[config.mk]
export PLATFORM = sky130hd
export DESIGN_NAME = dual_space_bus_steer
export DESIGN_NICKNAME = d
export VERILOG_FILES = /design/src/rtl/dss_pkg.sv /design/src/rtl/dss_fsm.sv /design/src/rtl/dss_latch.sv /design/src/rtl/dual_space_bus_steer.sv
export SDC_FILE = /design/constraint.sdc
export NUM_CORES = 1
export LEC_CHECK = 0
export BUFFER_PORTS_ARGS = -buffer_cell sky130_fd_sc_hd__buf_4
export CAP_MARGIN = 15
export CORE_ASPECT_RATIO = 2
export CORE_MARGIN = 8
export CORE_UTILIZATION = 35
export CTS_BUF_LIST = sky130_fd_sc_hd__clkbuf_16
export DETAILED_ROUTE_END_ITERATION = 12
export MAX_ROUTING_LAYER = met4
export PLACE_DENSITY_LB_ADDON = 0.25
export SETUP_SLACK_MARGIN = 0.2
export SLEW_MARGIN = 25
export SYNTH_ARGS = -nofsm -noshare
export SYNTH_HDL_FRONTEND = slang
export SYNTH_SLANG_ARGS = --single-unit
[constraint.sdc]
create_clock -name clk -period 3.4 [get_ports clk]
set_input_delay 0.68 -clock clk [delete_from_list [all_inputs] [get_ports clk]]
set_output_delay 0.68 -clock clk [all_outputs]
set_load 0.02 [all_outputs]
[src/rtl/dss_pkg.sv]
package dss_pkg;
    typedef enum logic [1:0] {
        ST_IDLE = 2'd0,
        ST_NRM  = 2'd1,
        ST_ALT  = 2'd2
    } steer_st_e;
endpackage

[src/rtl/dss_fsm.sv]
module dss_fsm
    import dss_pkg::*;
(
    input  logic clk,
    input  logic rst_n,
    input  logic emu_mode_i,
    input  logic req_valid_i,
    input  logic req_user_i,
    input  logic nrm_rdy_i,
    input  logic alt_rdy_i,
    output logic capture_o,
    output logic req_ready_o,
    output logic nrm_strb_o,
    output logic alt_strb_o,
    output logic space_o,
    output logic rsp_valid_o
);
    steer_st_e state_q, state_d;
    logic      mode_q;

    // state register; the mode is frozen while a cycle is outstanding
    always_ff @(posedge clk or negedge rst_n) begin
        if (!rst_n) begin
            state_q <= ST_IDLE;
            mode_q  <= 1'b0;
        end else begin
            state_q <= state_d;
            if (state_q == ST_IDLE) begin
                mode_q <= emu_mode_i;
            end
        end
    end

    always_comb begin
        state_d = state_q;
        unique case (state_q)
            ST_IDLE: begin
                if (req_valid_i) begin
                    state_d = (emu_mode_i && !req_user_i) ? ST_ALT : ST_NRM;
                end
            end
            ST_NRM: begin
                if (nrm_rdy_i) state_d = ST_IDLE;
            end
            ST_ALT: begin
                if (alt_rdy_i) state_d = ST_IDLE;
            end
            default: state_d = ST_IDLE;
        endcase
    end

    always_comb begin
        capture_o   = 1'b0;
        req_ready_o = 1'b0;
        nrm_strb_o  = 1'b0;
        alt_strb_o  = 1'b0;
        space_o     = 1'b0;
        rsp_valid_o = 1'b0;
        unique case (state_q)
            ST_IDLE: begin
                req_ready_o = 1'b1;
                capture_o   = req_valid_i;
                space_o     = mode_q;
            end
            ST_NRM: begin
                nrm_strb_o  = 1'b1;
                rsp_valid_o = nrm_rdy_i;
            end
            ST_ALT: begin
                alt_strb_o  = 1'b1;
                space_o     = mode_q;
                rsp_valid_o = alt_rdy_i;
            end
            default: ;
        endcase
    end


    nrm_hold_chk: assert property (@(posedge clk) disable iff (!rst_n)
        (nrm_strb_o && !nrm_rdy_i) |=> nrm_strb_o);

    alt_hold_chk: assert property (@(posedge clk) disable iff (!rst_n)
        (alt_strb_o && !alt_rdy_i) |=> alt_strb_o);

    back_idle_chk: assert property (@(posedge clk) disable iff (!rst_n)
        rsp_valid_o |=> req_ready_o);

    mode_frozen_chk: assert property (@(posedge clk) disable iff (!rst_n)
        (alt_strb_o && !alt_rdy_i) |=> space_o);
endmodule

[src/rtl/dss_latch.sv]
module dss_latch #(
    parameter int AW = 16,
    parameter int DW = 16
) (
    input  logic          clk,
    input  logic          rst_n,
    input  logic          capture_i,
    input  logic [AW-1:0] addr_i,
    input  logic          we_i,
    input  logic [DW-1:0] wdata_i,
    output logic [AW-1:0] addr_o,
    output logic          we_o,
    output logic [DW-1:0] wdata_o
);
    always_ff @(posedge clk or negedge rst_n) begin
        if (!rst_n) begin
            addr_o  <= '0;
            we_o    <= 1'b0;
            wdata_o <= '0;
        end else if (capture_i) begin
            addr_o  <= addr_i;
            we_o    <= we_i;
            wdata_o <= wdata_i;
        end
    end
endmodule

[src/rtl/dual_space_bus_steer.sv]
module dual_space_bus_steer #(
    parameter int AW = 16,
    parameter int DW = 16
) (
    input  logic          clk,
    input  logic          rst_n,
    input  logic          emu_mode_i,
    input  logic          req_valid_i,
    input  logic [AW-1:0] req_addr_i,
    input  logic          req_we_i,
    input  logic [DW-1:0] req_wdata_i,
    input  logic          req_user_i,
    output logic          req_ready_o,
    output logic          rsp_valid_o,
    output logic [DW-1:0] rsp_rdata_o,
    output logic          nrm_strb_o,
    input  logic          nrm_rdy_i,
    output logic          alt_strb_o,
    input  logic          alt_rdy_i,
    output logic [AW-1:0] bus_addr_o,
    output logic          bus_space_o,
    output logic          bus_we_o,
    output logic [DW-1:0] bus_wdata_o,
    input  logic [DW-1:0] bus_rdata_i
);
    logic capture;

    dss_fsm i_fsm (
        .clk         (clk),
        .rst_n       (rst_n),
        .emu_mode_i  (emu_mode_i),
        .req_valid_i (req_valid_i),
        .req_user_i  (req_user_i),
        .nrm_rdy_i   (nrm_rdy_i),
        .alt_rdy_i   (alt_rdy_i),
        .capture_o   (capture),
        .req_ready_o (req_ready_o),
        .nrm_strb_o  (nrm_strb_o),
        .alt_strb_o  (alt_strb_o),
        .space_o     (bus_space_o),
        .rsp_valid_o (rsp_valid_o)
    );

    dss_latch #(.AW(AW), .DW(DW)) i_latch (
        .clk       (clk),
        .rst_n     (rst_n),
        .capture_i (capture),
        .addr_i    (req_addr_i),
        .we_i      (req_we_i),
        .wdata_i   (req_wdata_i),
        .addr_o    (bus_addr_o),
        .we_o      (bus_we_o),
        .wdata_o   (bus_wdata_o)
    );

    assign rsp_rdata_o = bus_rdata_i;


    strobe_excl_chk: assert property (@(posedge clk) disable iff (!rst_n)
        !(nrm_strb_o && alt_strb_o));

    busy_no_accept_chk: assert property (@(posedge clk) disable iff (!rst_n)
        (nrm_strb_o || alt_strb_o) |-> !req_ready_o);

    nrm_space_low_chk: assert property (@(posedge clk) disable iff (!rst_n)
        nrm_strb_o |-> !bus_space_o);

    alt_space_high_chk: assert property (@(posedge clk) disable iff (!rst_n)
        alt_strb_o |-> bus_space_o);

    addr_stable_chk: assert property (@(posedge clk) disable iff (!rst_n)
        ((nrm_strb_o && !nrm_rdy_i) || (alt_strb_o && !alt_rdy_i))
        |=> ($stable(bus_addr_o) && $stable(bus_wdata_o) && $stable(bus_we_o)));
endmodule

==> flow_metrics.env <==
export IMPL_slew_violations=0
export IMPL_clock_skew_ns=0.002180
export IMPL_setup_viol=0
export IMPL_grt_ovfl_total=0
export IMPL_clk_path_buf_depth=2
export IMPL_cts_buffers=5
export IMPL_design_area_um2=2231
export IMPL_num_rows=34
export IMPL_yosysUniqueCellTypes=14
export IMPL_syn_inst=110
export IMPL_avgSynthCellArea_um2=14.42
export IMPL_period_share_pct=60.66
export IMPL_slowest_stage="dfrtp_1"
export IMPL_power_leakage_nw=1.105
export IMPL_drive_above_1_share_pct=67.43
export IMPL_seq_area_frac_synth_pct=56.78
export IMPL_critPathKind="register to output pin"
export IMPL_post_cts_buffers=0
export IMPL_die_area_um2=7074
export IMPL_synth_nets=172
export IMPL_endpoint_kind="output pin"
export IMPL_critical_path_required_ns=2.72
export IMPL_firstDrtPassIters=5
export IMPL_post_cts_resized=0
export IMPL_grt_max_degree=37
export IMPL_worst_skew_pair_late_latency_ns=0.27
export IMPL_routedLengthMet1_um=1265
export IMPL_core_um2=4339
export IMPL_power_total_mw=2.353
export IMPL_grt_pass1_vias=1285
export IMPL_routed_top_layer="met4"
export IMPL_io_pin_count=110
export IMPL_port_buffers=77
export IMPL_reg2reg_from="i_fsm.state_q[0]$_DFFE_PN0P_"
export IMPL_dp_hpwl_um=3116
export IMPL_routed_wl_um=3867
export IMPL_placedInstanceArea_um2=2097
export IMPL_viasPerCell=4.725
export IMPL_path_cells="inv_1, ha_1, a22oi_1, nor2b_1, buf_4"
export IMPL_vdd_ir_drop_max_v=0.0006670
export IMPL_dr_total_vias=1082
export IMPL_drc=0
export IMPL_status="finished, final reports clean"
export IMPL_areaGrowthSynthToFinish_pct=40.62
export IMPL_die_w_um=63.61
export IMPL_hold_buffers=0
export IMPL_synth_area_um2=1587
export IMPL_min_path_type="primary input to async pin"
export IMPL_hold_viol_final=0
export IMPL_root_buffer="clkbuf_16"
export IMPL_synth_top_cell_by_area="dfrtp_1"
export IMPL_drt_wirelength_per_cell_um=16.89
export IMPL_finalWorstPathRequiredPeriod_ns=2.063
export IMPL_met3_length_um=280
export IMPL_wl_met2_um=2246
export IMPL_layout_commonest_cell="buf_4"
export IMPL_power_density_nw_per_um2=1055
export IMPL_clock_fmax_ghz=0.4848
export IMPL_slowest_delay_ns=0.39
export IMPL_grt_usage_pct=10.98
export IMPL_rsz0062_at_grt="no"
export IMPL_cp_max_fo=5
export IMPL_antenna_found_initial=0
export IMPL_drtAntennaViolNets=0
export IMPL_yosys_warnings=0
export IMPL_max_slew_margin_pct=49.41
export IMPL_critPathTopFamily="flip-flops"
export IMPL_ys_ff_latch=36
export IMPL_start_util_pct=36.56
export IMPL_htree_levels=2
export IMPL_crit_path_start_kind="register"
export IMPL_cts_num_sinks=36
export IMPL_grt_pass1_wl_um=5954
export IMPL_cts_tree="built"
export IMPL_cap_violations=0
export IMPL_fin_nets=237
export IMPL_yosysTopAreaCellShare_pct=56.78
export IMPL_fin_tns_setup_ns=0
export IMPL_worst_pin_slew_ns=0.7562
export IMPL_drtIter0Drc=26
export IMPL_antenna_diode_count=0
export IMPL_gp_congestion=0.8276
export IMPL_cp_data_arrival_time_ns=1.38
export IMPL_utilization_pct=51.41
export IMPL_clk_pin_slew_ns=0.05
export IMPL_crit_buf_inv=2
export IMPL_critPathLaunch="i_fsm.state_q[0]$_DFFE_PN0P_"
export IMPL_synth_area_leaders="dfrtp_1 57%, mux2_2 24%, buf_4 7.6%, ha_1 4.7%, inv_1 1.4%"
export IMPL_final_cell_mix="77 x buf_4, 36 x dfrtp_1, 34 x mux2_2"
export IMPL_die_y_um=111.2
==> power breakdown <==
part           leakage [nW]  internal [mW]  switching [mW]
sequential            0.425          0.650           0.115
clock                0.0709          0.262           0.151
combinational         0.610          0.578           0.597
==> sequential cells by signal (all words and copies together), names as in the netlist <==
register / count
i_latch.wdata_o: 16
i_fsm.state_q: 2
i_latch.we_o: 1
i_latch.addr_o: 16
i_fsm.mode_q: 1
==> per-layer routing <==
layer / vias to the layer above / GRT usage (%)
met5: - / -
met4: 0 / 5.097
met3: 10 / 4.251
met2: 58 / 20.98
met1: 533 / 8.476
li1: 481 / -
==> metrics by stage <==
stage / setup WS (ns) / cells / hold slack, ns
finish: 1.337 / 229 / 0.3484
detailed placement: 1.487 / 222 / 0.4945
global placement: 1.526 / 222 / 0.4909
CTS: 1.329 / 229 / 0.3700
floorplan: 1.660 / 110 / 0.3844
global route: 1.270 / 229 / 0.3935
==> cell families (layout without fill, tap and decap cells) <==
kind of cell | after synthesis | in the layout | synth area share [%]
buffers and inverters | 25 | 90 | 9.937
flip-flops | 36 | 36 | 56.78
adder cells (fa/ha/maj) | 6 | 6 | 4.732
AO/OA/AOI/OAI | 4 | 4 | 1.893
multiplexers | 36 | 36 | 25.39
AND/OR/NAND/NOR | 3 | 3 | 1.263
==> worst register-to-register path: cells and delay by family, from the launching register on <==
kind	cells	cell delay [ns]
fa+ha+maj	1	0.27
buf+inv	1	0.11
flops	1	0.37
mux	1	0.43
simple gates	1	0.58
==> final timing paths <==
path	endpoint	slack, ns	cells past startpoint
min in group clk	i_latch.addr_o[7]$_DFFE_PN0P_	0.50	1
setup / recovery	rsp_valid_o	1.34	5
hold / removal	i_latch.wdata_o[0]$_DFFE_PN0P_	0.35	1
setup reg to reg	i_latch.wdata_o[7]$_DFFE_PN0P_	1.52	4
hold reg to reg	i_latch.addr_o[7]$_DFFE_PN0P_	0.50	1
max in group asynchronous	i_latch.wdata_o[5]$_DFFE_PN0P_	2.73	1
==> area by class of cell <==
cell class | count | area [um2]
clock buffers | 5 | 125.1
inverters | 6 | 22.52
clock inverters | 2 | 8.758
flip-flops and latches | 36 | 900.9
multi-input cells | 49 | 528.0
fillers | 407 | 2108
well taps | 54 | 67.56
repair buffers | 77 | 578.1
==> synthesized netlist by cell type <==
| cell | n |
|---|---|
| inv_1 | 6 |
| a222oi_1 | 1 |
| a22oi_1 | 1 |
| buf_4 | 16 |
| o21ai_0 | 1 |
| dfrtp_1 | 36 |
| buf_2 | 3 |
| ha_1 | 6 |
| mux2_2 | 34 |
| nor2b_1 | 1 |
| mux2i_1 | 2 |
| o21a_1 | 1 |
| nand2_2 | 1 |
| nand3b_1 | 1 |
Power figures use the tool's default switching activity.
